`config.mk`:
```
export PLATFORM = sky130hd
export DESIGN_NAME = rxen_seed_calc
export DESIGN_NICKNAME = d
export VERILOG_FILES = /design/src/rtl/rxen_seed_pkg.sv /design/src/rtl/rxen_seq_div.sv /design/src/rtl/rxen_seed_split.sv /design/src/rtl/rxen_seed_calc.sv
export SDC_FILE = /design/constraint.sdc
export NUM_CORES = 1
export LEC_CHECK = 0
export ABC_CLOCK_PERIOD_IN_PS = 14250
export BUFFER_PORTS_ARGS = -buffer_cell sky130_fd_sc_hd__buf_2
export CELL_PAD_IN_SITES_DETAIL_PLACEMENT = 2
export CELL_PAD_IN_SITES_GLOBAL_PLACEMENT = 2
export CORE_ASPECT_RATIO = 0.75
export CORE_MARGIN = 2
export CORE_UTILIZATION = 39
export DETAILED_ROUTE_END_ITERATION = 12
export GPL_ROUTABILITY_DRIVEN = 0
export HOLD_SLACK_MARGIN = 0.1
export PLACE_DENSITY_LB_ADDON = 0.1
export SETUP_SLACK_MARGIN = 0.05
export SYNTH_ARGS = -nofsm -noshare
export SYNTH_HDL_FRONTEND = slang
export SYNTH_SLANG_ARGS = --single-unit
```
`constraint.sdc`:
```
create_clock -name clk -period 14.25 [get_ports clk]
set_clock_uncertainty 0.05 [all_clocks]
set_input_delay 2.1375 -clock clk [delete_from_list [all_inputs] [get_ports clk]]
set_output_delay 2.1375 -clock clk [all_outputs]
set_load 0.005 [all_outputs]
```
`src/rtl/rxen_seed_pkg.sv`:
```
package rxen_seed_pkg;
  localparam int SEED_W    = 16;
  localparam int FINE_W    = 5;
  localparam int PROG_W    = FINE_W + 2;
  localparam int SLOT_SH   = 6;
  localparam int ONE_UI    = 32;
  localparam int PASS1_OFS = 59;

  typedef enum logic [1:0] {ST_IDLE, ST_STEP, ST_WAIT} seed_st_t;

  // Programmed value: coarse step 1 (odd gross) or 2 (even gross) over fine bits
  function automatic logic [PROG_W-1:0] prog_of(input logic [SEED_W-1:0] s);
    logic [1:0] step;
    step = s[FINE_W] ? 2'b01 : 2'b10;
    return {step, s[FINE_W-1:0]};
  endfunction

  // Whole-UI remainder left after the coarse step, placed into the result slot
  function automatic logic [SEED_W-1:0] slot_of(input logic [SEED_W-1:0] s);
    logic [SEED_W-1:0] gross, rem;
    gross = s & SEED_W'(16'h01E0);
    rem   = gross - (s[FINE_W] ? SEED_W'(ONE_UI) : SEED_W'(2 * ONE_UI));
    return rem << SLOT_SH;
  endfunction
endpackage

```
`src/rtl/rxen_seq_div.sv`:
```
module rxen_seq_div #(
  parameter int NW = 27,
  parameter int DW = 11,
  parameter int OW = 16
) (
  input  logic          clk,
  input  logic          rst_n,
  input  logic          load,
  input  logic [NW-1:0] num,
  input  logic [DW-1:0] den,
  output logic [OW-1:0] quo,
  output logic          rdy
);
  localparam int CW = $clog2(NW + 1);

  logic [NW-1:0] q;
  logic [DW-1:0] r;
  logic [DW-1:0] d;
  logic [CW-1:0] cnt;
  logic [DW:0]   trial;
  logic          fits;

  assign trial = {r, q[NW-1]};
  assign fits  = trial >= {1'b0, d};
  assign quo   = q[OW-1:0];
  assign rdy   = (cnt == '0);

  always_ff @(posedge clk or negedge rst_n) begin
    if (!rst_n) begin
      q   <= '0;
      r   <= '0;
      d   <= '0;
      cnt <= '0;
    end else if (load) begin
      q   <= num;
      r   <= '0;
      d   <= den;
      cnt <= CW'(NW);
    end else if (cnt != '0) begin
      if (fits) r <= DW'(trial - {1'b0, d});
      else      r <= DW'(trial);
      q   <= {q[NW-2:0], fits};
      cnt <= cnt - CW'(1);
    end
  end
endmodule

```
`src/rtl/rxen_seed_split.sv`:
```
module rxen_seed_split
  import rxen_seed_pkg::*;
(
  input  logic [SEED_W-1:0] seed,
  output logic [PROG_W-1:0] prog,
  output logic [SEED_W-1:0] slot
);
  assign prog = prog_of(seed);
  assign slot = slot_of(seed);
endmodule

```
`src/rtl/rxen_seed_calc.sv`:
```
module rxen_seed_calc
  import rxen_seed_pkg::*;
#(
  parameter int LANES = 8,
  parameter int DLY_W = 16,
  parameter int SPD_W = 11
) (
  input  logic                       clk,
  input  logic                       rst_n,
  input  logic                       start,
  input  logic                       pass2_sel,
  input  logic [SPD_W-1:0]           cur_speed,
  input  logic [SPD_W-1:0]           prev_speed,
  input  logic [LANES*DLY_W-1:0]     src_dly,
  output logic                       busy,
  output logic                       done,
  output logic                       lane_vld,
  output logic [$clog2(LANES)-1:0]   lane_idx,
  output logic [PROG_W-1:0]          lane_seed,
  output logic [SEED_W-1:0]          lane_slot,
  output logic                       div_err
);
  localparam int LIDX_W = $clog2(LANES);
  localparam int PW     = DLY_W + SPD_W;

  seed_st_t          state;
  logic [LIDX_W-1:0] lane_i, ld_idx;
  logic [SPD_W-1:0]  cur_q, prev_q, spd_sel, den_sel;
  logic              err_q;

  // named internal events
  logic              idle, accept, emit_now, last_lane, div_load, div_rdy;
  logic [DLY_W-1:0]  src_ld, src_cur, diff, quo, seed_raw;
  logic [PW-1:0]     num;
  logic [PROG_W-1:0] prog;
  logic [SEED_W-1:0] slot;

  always_comb begin
    idle      = (state == ST_IDLE);
    accept    = idle && start;
    ld_idx    = idle ? '0 : lane_i + LIDX_W'(1);
    spd_sel   = idle ? cur_speed  : cur_q;
    den_sel   = idle ? prev_speed : prev_q;
    last_lane = (lane_i == LIDX_W'(LANES - 1));
    emit_now  = (state == ST_STEP) || (state == ST_WAIT && div_rdy);
    div_load  = (accept && pass2_sel) || (state == ST_WAIT && div_rdy && !last_lane);
    src_ld    = src_dly[DLY_W*int'(ld_idx) +: DLY_W];
    src_cur   = src_dly[DLY_W*int'(lane_i) +: DLY_W];
    diff      = src_ld - DLY_W'(ONE_UI);
    num       = PW'(diff) * PW'(spd_sel);
    seed_raw  = (state == ST_STEP) ? src_cur + DLY_W'(PASS1_OFS)
                                   : (err_q ? '0 : quo);
  end

  rxen_seq_div #(.NW(PW), .DW(SPD_W), .OW(DLY_W)) u_div (
    .clk   (clk),
    .rst_n (rst_n),
    .load  (div_load),
    .num   (num),
    .den   (den_sel),
    .quo   (quo),
    .rdy   (div_rdy)
  );

  rxen_seed_split u_split (
    .seed (SEED_W'(seed_raw)),
    .prog (prog),
    .slot (slot)
  );

  always_ff @(posedge clk or negedge rst_n) begin
    if (!rst_n) begin
      state     <= ST_IDLE;
      lane_i    <= '0;
      cur_q     <= '0;
      prev_q    <= '0;
      err_q     <= 1'b0;
      lane_vld  <= 1'b0;
      done      <= 1'b0;
      lane_idx  <= '0;
      lane_seed <= '0;
      lane_slot <= '0;
    end else begin
      lane_vld <= emit_now;
      done     <= emit_now && last_lane;
      if (accept) begin
        state  <= pass2_sel ? ST_WAIT : ST_STEP;
        lane_i <= '0;
        cur_q  <= cur_speed;
        prev_q <= prev_speed;
        err_q  <= pass2_sel && (prev_speed == '0);
      end
      if (emit_now) begin
        lane_idx  <= lane_i;
        lane_seed <= prog;
        lane_slot <= slot;
        if (last_lane) begin
          state  <= ST_IDLE;
          lane_i <= '0;
        end else begin
          lane_i <= lane_i + LIDX_W'(1);
        end
      end
    end
  end

  assign busy    = !idle;
  assign div_err = err_q;
endmodule

```
==> results of run 1 <==
[how the worst max path moves through the flow]
| stage | start | depth (start not counted) | slack (ps) | endpoint |
|---|---|---|---|---|
| final | lane_i[1] | 28 | 4560 | u_div.q[25] |
| after global routing | lane_i[1] | 27 | 3770 | u_div.q[25] |
| after CTS | lane_i[1] | 27 | 4530 | u_div.q[25] |
| after detailed placement | src_dly[69] | 24 | 4480 | u_div.q[25] |
| after global placement | src_dly[69] | 25 | 4680 | u_div.q[25] |
| after floorplan | src_dly[69] | 27 | 5390 | u_div.q[25] |
[per-layer routing]
layer	vias up	GRT usage, %	wire, um
met4	12	4.609	446
met5	-	0	69
met1	5698	40.53	21610
li1	5038	-	-
met3	34	5.030	2309
met2	251	42.12	19680
[critical path: cells and delay by family, from the launching register on]
kind | cells | cell delay, ps
and+or+nand+nor | 5 | 1130
adders and majority gates | 9 | 4180
AOI/OAI and AO/OA | 8 | 1710
xor gates and xnor gates | 1 | 770
buffers and inverters | 5 | 630
DFF | 1 | 1070
[synth_stat cells (all sizes together), types with 4 or more instances]
master,instances
nand2,244
nor2,171
inv,162
fa,126
dfrtp,98
ha,83
a21oi,57
o21ai,47
clkbuf,44
buf,42
a31oi,34
nand2b,34
mux2i,33
mux4,31
xnor2,28
nor2b,24
nand3,21
xor2,18
a211oi,17
or2,15
nor3,12
a21o,11
o22ai,11
and3,9
or3,8
nand4,7
o21bai,6
and2,5
o31ai,5
nor4,4
o221ai,4
o31a,4
[cells by family after synthesis]
group,count (synthesis),share of synthesized area (%)
and+or+nand+nor,556,19.52
adders and majority gates,209,28.51
other,1,0.03002
DFF,98,19.63
buffers and inverters,249,8.585
xor gates and xnor gates,46,3.226
AOI/OAI and AO/OA,229,11.96
muxes,67,8.534
[registers in the layout (all words and copies together) (netlist names)]
| register | count |
|---|---|
| done | 1 |
| lane_vld | 1 |
| lane_slot | 4 |
| lane_seed | 7 |
| u_div.r | 11 |
| u_div.q | 27 |
| u_div.cnt | 5 |
| cur_q | 11 |
| state | 2 |
| lane_idx | 3 |
| div_err | 1 |
| u_div.d | 11 |
| prev_q | 11 |
| lane_i | 3 |
[per-stage QoR]
step / setup slack (ps) / area, um^2 / hold slack [ps] / utilization (%)
after floorplan: 5388 / 12530 / 395.0 / -
after global placement: 4675 / 13640 / 405.0 / 43.44
after detailed placement: 4476 / 13640 / 410.6 / 43.44
after CTS: 4533 / 13940 / 431.4 / 44.42
after global routing: 3769 / 13940 / 452.4 / 44.42
final: 4562 / 13950 / 430.8 / 44.45
[final cells by class]
cell class / count / share of cell area (%)
multi-input combinational: 1119 / 64.82
sequential: 98 / 17.59
timing repair buffer: 192 / 7.282
inverter: 163 / 4.403
tap: 406 / 3.641
clock buffer: 9 / 1.614
clock inverter: 7 / 0.5829
antenna: 4 / 0.07174
==> impl_results.md, run 1 <==
- Crit path time final: a little under 10,000 ps
- R2r worst-path depth: 28
- Sink Count: about 100
- FILL cells: between 3,000 and 4,000
- Die area: 33,490 um^2
- WHS Endpoint: prev_q[0]
- Share of layout cells above drive strength 1: between 10% and 20%
- Final Hold Fails: 0
- CP max stage delay: about 1100 ps
- Mapped Cells: around 1,500
- Library cells used by synthesis: 76
- HP Class: flop to flop
- Capturing point of the worst reg2reg path: u_div.q[25]
- Yosys reg bits: about 100
- Vias in the first global route: ~12,000
- Final period utilization: 67.99%
- Main area contributors after synthesis: fa_1 (20%), dfrtp_1 (20%), ha_1 (8.3%)
- Synth warnings: 0
- Iteration count of the initial detailed-routing pass: 5
- Max-slew headroom: 18.15%
- Register area share after synthesis: between 10% and 20%
- Number of enable flip-flop cells after synthesis: 0
- Post-synth top area share: about 20%
- First-pass GRT wire length: 71,570 um
- Main synth FF type: dfrtp_1
- Initial core utilization: between 30% and 40%
- Fmax: 103.2 MHz
- Most frequent cells in the layout: nand2_1 (243), buf_2 (170), nor2_1 (168)
- Nets@finish: around 1,900
- Initial antenna violation count: 12
- Final ANT Viol Nets: 0
- Core ar.: approximately 31,000 um^2
- CTS buffer count: 9
- RSZ-0062 raised after global routing: no
- Outcome: finished clean
- Setup TNS: 0 ps
- Reg2Reg Setup Slack: ~4600 ps
- Max cap viols: 0
- CP arrival: slightly below 10,000 ps
- Row count: 56
- Post-synth ARST share: 100.0%
- Area grow syn2layout: 11.70%
- Most common cell after layout, fill and taps aside: nand2_1
- Largest net degree at the start of global routing: 69
- Non-Filler Instances: roughly 2,000
- PostCTS Resize Cnt: 0
- HPWL after detailed placement: around 36,000 um
- Final WL: 44,120 um
- Final Slew Violations: 0
- DRC viols: 0
- Least-Margin Pin Slew: roughly 1200 ps
- Hold_buf cts: 0
- Die Height: ~160 um
- Hold Startpoint: prev_q[0]
- Clock-pin slew on the worst setup and hold paths: around 80 ps
- CP max FO: 22
- H-tree depth: 3
- I/O pin count: ~180
- Syn_area_per_cell: approximately 8.6 um^2
- Largest area contributor in the netlist: fa_1
- Mapped Area: between 10,000 and 15,000 um^2
- Total Routing Usage GR: between 20 and 30%
- # setup viols final: 0
- Clock root cell: clkbuf_16
- Initial drt markers: between 700 and 800
- CP Capture Type: flop
- Multi-input gate area: 9044 um^2
- Buffers on Ports: ~170
- CTS tree: done
- Gr ovfl total: 0
- Die X: approximately 210 um
- CTS Buffer Depth: 2
- Post-CTS Repair Setup Buffers: 0
- Cell count after placement: 1,978
- Worst hold path stage count: 2
- Register area: about 2500 um^2
- Worst r2r src: lane_i[1]
- Clk Latency, worst-skew pair: 390 ps
- Kind of critical path: flop to flop
- Critical Path Start Type: flop
- Post-DR vias/cell: around 5.5
- Via count: 11,033
- Crit-path slowest cell: dfrtp_1
- Wire per inst: approximately 22 um
- WP data required: 14,470 ps
Power of run 1 is not shown: default switching activity piles up to over one toggle a cycle in this logic, so the estimate is an artifact.
==> inputs of run 2 (changes only) <==
--- a/config.mk
+++ b/config.mk
@@ -5,13 +5,13 @@
 export SDC_FILE = /design/constraint.sdc
 export NUM_CORES = 1
 export LEC_CHECK = 0
-export ABC_CLOCK_PERIOD_IN_PS = 14250
+export ABC_CLOCK_PERIOD_IN_PS = 9000
 export BUFFER_PORTS_ARGS = -buffer_cell sky130_fd_sc_hd__buf_2
 export CELL_PAD_IN_SITES_DETAIL_PLACEMENT = 2
 export CELL_PAD_IN_SITES_GLOBAL_PLACEMENT = 2
 export CORE_ASPECT_RATIO = 0.75
 export CORE_MARGIN = 2
-export CORE_UTILIZATION = 39
+export CORE_UTILIZATION = 36
 export DETAILED_ROUTE_END_ITERATION = 12
 export GPL_ROUTABILITY_DRIVEN = 0
 export HOLD_SLACK_MARGIN = 0.1
==> constraint.sdc (replaced) <==
create_clock -name clk -period 9 [get_ports clk]
set_clock_uncertainty 0.05 [all_clocks]
set_input_delay 1.35 -clock clk [delete_from_list [all_inputs] [get_ports clk]]
set_output_delay 1.35 -clock clk [all_outputs]
set_load 0.005 [all_outputs]
==> impl_results.md, run 2 (synthesized netlist as in run 1, its figures left out) <==
- Final period utilization: 91.33% (was 67.99%)
- Setup TNS: 0 ps (unchanged)
- Iteration count of the initial detailed-routing pass: 7 (was 5)
- Largest net degree at the start of global routing: 70 (was 69)
- Clk Latency, worst-skew pair: 370 ps (was 390 ps)
- Max cap viols: 0 (unchanged)
- Die X: 219.1 um (was 210.6 um)
- DRC viols: 0 (unchanged)
- Fmax: 121.7 MHz (was 103.2 MHz)
- Nets@finish: 1,964 (was 1,946)
- Post-DR vias/cell: 5.321 (was 5.522)
- Number of flip-flops under the largest register name: 27 (unchanged)
- RSZ-0062 raised after global routing: no (unchanged)
- CP arrival: 8430 ps (was 9910 ps)
- Buffers on Ports: 171 (unchanged)
- Die area: 36,220 um^2 (was 33,490 um^2)
- WP data required: 9210 ps (was 14,470 ps)
- Core Util, Final: 41.17% (was 44.45%)
- CP Capture Type: flop (unchanged)
- Most common cell after layout, fill and taps aside: nand2_1 (unchanged)
- Core ar.: 34,400 um^2 (was 31,390 um^2)
- Wire per inst: 21.32 um (was 22.08 um)
- Initial drt markers: 580 (was 707)
- HP Class: flop to flop (unchanged)
- # setup viols final: 0 (unchanged)
- Most frequent cells in the layout: nand2_1 (243), buf_2 (170), nor2_1 (168) (unchanged)
- Share of layout cells above drive strength 1: 18.37% (was 17.51%)
- Initial core utilization: 36.31% (was 39.79%)
- Sink Count: 98 (unchanged)
- Hold_buf cts: 0 (unchanged)
- Row count: 59 (was 56)
- Gr ovfl total: 0 (unchanged)
- Max-slew headroom: 23.57% (was 18.15%)
- Cell mode on critical path: fa_1
- Area grow syn2layout: 13.38% (was 11.70%)
- Crit path time final: 8220 ps (was 9688 ps)
- I/O pin count: 184 (unchanged)
- Vias in the first global route: 12,217 (was 12,407)
- Initial antenna violation count: 12 (unchanged)
- PostCTS Resize Cnt: 0 (unchanged)
- Outcome: finished clean (unchanged)
- CTS tree: done (unchanged)
- Final WL: 44,090 um (was 44,120 um)
- First-pass GRT wire length: 69,650 um (was 71,570 um)
- Clock root cell: clkbuf_16 (unchanged)
- Critical Path Start Type: flop (unchanged)
- Crit-path slowest cell: fa_1 (was dfrtp_1)
- Biggest register: u_div.q (unchanged)
- Total Routing Usage GR: 25.07% (was 27.32%)
- H-tree depth: 3 (unchanged)
- Least-Margin Pin Slew: 1144 ps (was 1204 ps)
- Via count: 11,004 (was 11,033)
- Final Slew Violations: 0 (unchanged)
- CTS Buffer Depth: 2 (unchanged)
- CTS buffer count: 9 (unchanged)
- CP max stage delay: 550 ps (was 1070 ps)
- Final Hold Fails: 0 (unchanged)
- Die Height: 165.3 um (was 159.0 um)
- Final ANT Viol Nets: 0 (unchanged)
- Clock-pin slew on the worst setup and hold paths: 70 ps (was 80 ps)
- Kind of critical path: flop to flop (unchanged)
- Post-CTS Repair Setup Buffers: 0 (unchanged)
- HPWL after detailed placement: 36,270 um (was 36,010 um)
- CP max FO: 20 (was 22)
==> run 2: worst max-delay path: cells and delay by family (launching register included) <==
kind | cells | cell delay, ps
adders and majority gates | 9 | 3870
DFF | 1 | 450
and+or+nand+nor | 7 | 1000
xor gates and xnor gates | 1 | 410
buffers and inverters | 4 | 450
AOI/OAI and AO/OA | 9 | 1880
==> run 2: cell type report <==
cell class / instances / area (um^2)
fill: 3919 / 20240
multi-input combinational: 1119 / 9040
sequential: 98 / 2454
timing repair buffer: 210 / 1151
inverter: 163 / 614.3
tap: 457 / 571.8
clock buffer: 10 / 239.0
clock inverter: 6 / 80.08
antenna: 5 / 12.51
==> run 2: routing by layer <==
layer	vias to the layer above	share of wire, %	wire length, um	global-route usage, %
li1	5072	-	-	-
met2	200	45	19880	40.19
met3	35	4.3	1906	4.872
met1	5683	50	21870	35.88
met4	14	0.78	346	3.624
met5	-	0.21	91	0
==> run 2: stage by stage <==
step / instance area, um^2 / setup WS (ps) / hold slack (ps) / cells
floorplan: 12530 / 925.5 / 395.0 / 1466
global placement: 13830 / 732.8 / 400.3 / 2047
detailed placement: 13830 / 536.0 / 420.9 / 2047
CTS: 14150 / 734.9 / 441.4 / 2063
global route: 14150 / 215.9 / 466.9 / 2064
finish: 14160 / 780.1 / 435.8 / 2068
==> run 2: path summary, 6_finish.rpt <==
kind / from / end / slack, ps / cells after the start
setup / recovery: lane_i[0] / u_div.q[25] / 780 / 30
min in group asynchronous: rst_n / prev_q[8] / 850 / 1
hold / removal: cur_q[2] / cur_q[2] / 440 / 2
setup reg to reg: lane_i[0] / u_div.q[25] / 780 / 30
hold reg to reg: cur_q[2] / cur_q[2] / 440 / 2
max in group asynchronous: rst_n / u_div.cnt[0] / 6740 / 2
Power of run 2 is left out for the same reason.
==> inputs of run 3 (changes only) <==
--- a/config.mk
+++ b/config.mk
@@ -16,6 +16,7 @@
 export GPL_ROUTABILITY_DRIVEN = 0
 export HOLD_SLACK_MARGIN = 0.1
 export PLACE_DENSITY_LB_ADDON = 0.1
+export RECOVER_POWER = 50
 export SETUP_SLACK_MARGIN = 0.05
 export SYNTH_ARGS = -nofsm -noshare
 export SYNTH_HDL_FRONTEND = slang
==> impl_results.md, run 3 (synthesized netlist as in run 1, its figures left out) <==
- Outcome: finished with violations (was finished clean)
- Failing checks: max-capacitance violations, max-slew violations
- Biggest register: u_div.q (unchanged)
- CTS Buffer Depth: 2 (unchanged)
- Cell mode on critical path: fa_1 (unchanged)
- Setup TNS: 0 ps (unchanged)
- Crit path time final: 8215 ps (was 8220 ps)
- Crit-path slowest cell: fa_1 (unchanged)
- Final Cell Area: 14,140 um^2 (was 14,160 um^2)
- DRC viols: 0 (unchanged)
- Cell count after placement: 2,047 (unchanged)
- Die Height: 165.3 um (unchanged)
- Clock root cell: clkbuf_16 (unchanged)
- Clk Latency, worst-skew pair: 370 ps (about the same)
- PostCTS Resize Cnt: 0 (unchanged)
- H-tree depth: 3 (unchanged)
- Kind of critical path: flop to flop (unchanged)
- Multi-input gate area: 9040 um^2 (unchanged)
- RSZ-0062 raised after global routing: no (unchanged)
- Number of flip-flops under the largest register name: 27 (unchanged)
- CP arrival: 8420 ps (was 8430 ps)
- Post-CTS Repair Setup Buffers: 0 (unchanged)
- Most common cell after layout, fill and taps aside: nand2_1 (unchanged)
- Final ANT Viol Nets: 0 (unchanged)
- Clock-pin slew on the worst setup and hold paths: 80 ps (was 70 ps)
- Initial drt markers: 552 (was 580)
- Final Slew Violations: 101 (was 0)
- Critical Path Start Type: flop (unchanged)
- Final period utilization: 91.27% (was 91.33%)
- First-pass GRT wire length: 69,650 um (unchanged)
- Hold_buf cts: 0 (unchanged)
- Wire per inst: 21.27 um (was 21.32 um)
- Most frequent cells in the layout: nand2_1 (243), nor2_1 (168), inv_1 (161) (was nand2_1 (243), buf_2 (170), nor2_1 (168))
- Iteration count of the initial detailed-routing pass: 5 (was 7)
- Share of layout cells above drive strength 1: 17.43% (was 18.37%)
- Initial antenna violation count: 12 (unchanged)
- Gr ovfl total: 0 (unchanged)
- Nets@finish: 1,964 (unchanged)
- WP data required: 9210 ps (about the same)
- Area grow syn2layout: 13.17% (was 13.38%)
- HP Class: flop to flop (unchanged)
- Worst hold path stage count: 2 (unchanged)
- Register area: 2454 um^2 (unchanged)
- Least-Margin Pin Slew: 3975 ps (was 1144 ps)
- Core ar.: 34,400 um^2 (unchanged)
- R2r worst-path depth: 30 (unchanged)
- Largest net degree at the start of global routing: 70 (unchanged)
- FILL cells: 3,928 (was 3,919)
- Max cap viols: 2 (was 0)
- Final WL: 43,980 um (was 44,090 um)
- Max-slew headroom: -165.0% (was 23.57%)
- Via count: 10,952 (was 11,004)
- Row count: 59 (unchanged)
- # setup viols final: 0 (unchanged)
- HPWL after detailed placement: 36,270 um (unchanged)
- Final Hold Fails: 0 (unchanged)
- Fmax: 121.7 MHz (about the same)
- Buffers on Ports: 171 (unchanged)
- CTS buffer count: 9 (unchanged)
- I/O pin count: 184 (unchanged)
- CTS tree: done (unchanged)
- Total Routing Usage GR: 25.07% (unchanged)
- CP Capture Type: flop (unchanged)
- Die area: 36,220 um^2 (unchanged)
- Post-DR vias/cell: 5.296 (was 5.321)
- Non-Filler Instances: 2,068 (unchanged)
- Sink Count: 98 (unchanged)
- CP max stage delay: 550 ps (about the same)
- Vias in the first global route: 12,217 (unchanged)
- Placement Cell Area: 13,830 um^2 (unchanged)
- CP max FO: 20 (unchanged)
- Initial core utilization: 36.31% (unchanged)
- Die X: 219.1 um (unchanged)
[run 3: worst paths after layout]
kind | from | to | slack (ps)
min in group asynchronous | rst_n | prev_q[8] | 1350
worst max-delay path | lane_i[0] | u_div.q[25] | 790
max in group asynchronous | rst_n | u_div.cnt[0] | 3040
worst min register to register | cur_q[2] | cur_q[2] | 440
worst max register to register | lane_i[0] | u_div.q[25] | 790
worst min-delay path | cur_q[2] | cur_q[2] | 440
[run 3: worst max-delay path: cells and delay by family, from the launching register on]
family | cells | cell delay [ps]
compound gates | 9 | 1880
xor+xnor | 1 | 400
fa+ha+maj | 9 | 3860
buf+inv | 4 | 450
flops | 1 | 450
simple gates | 7 | 1010
[run 3: metal layers]
| layer | track usage (%) | part of all wire (%) | vias to the layer above |
|---|---|---|---|
| li1 | - | - | 5075 |
| met1 | 35.88 | 49 | 5616 |
| met2 | 40.19 | 45 | 212 |
| met3 | 4.872 | 4.9 | 35 |
| met4 | 3.624 | 0.78 | 14 |
| met5 | 0 | 0.21 | - |
[run 3: per-stage QoR]
stage | hold WS, ps | util, % | setup WS (ps)
3_5_place_dp | 420.9 | 40.21 | 536.0
6_report | 437.5 | 41.09 | 785.3
2_1_floorplan | 395.0 | - | 925.5
4_1_cts | 441.4 | 41.13 | 734.9
5_1_grt | 466.9 | 41.06 | 215.9
3_3_place_gp | 400.3 | 40.21 | 732.8
[run 3: cell type report]
cell class                      count  area share, %
Antenna cell                        5        0.08851
Multi-Input combinational cell   1119          63.95
Clock buffer                       10          1.691
Tap cell                          457          4.045
Clock inverter                      6         0.5665
Sequential cell                    98          17.36
Inverter                          163          4.346
Timing Repair Buffer              210          7.957
Power of run 3 is left out for the same reason.
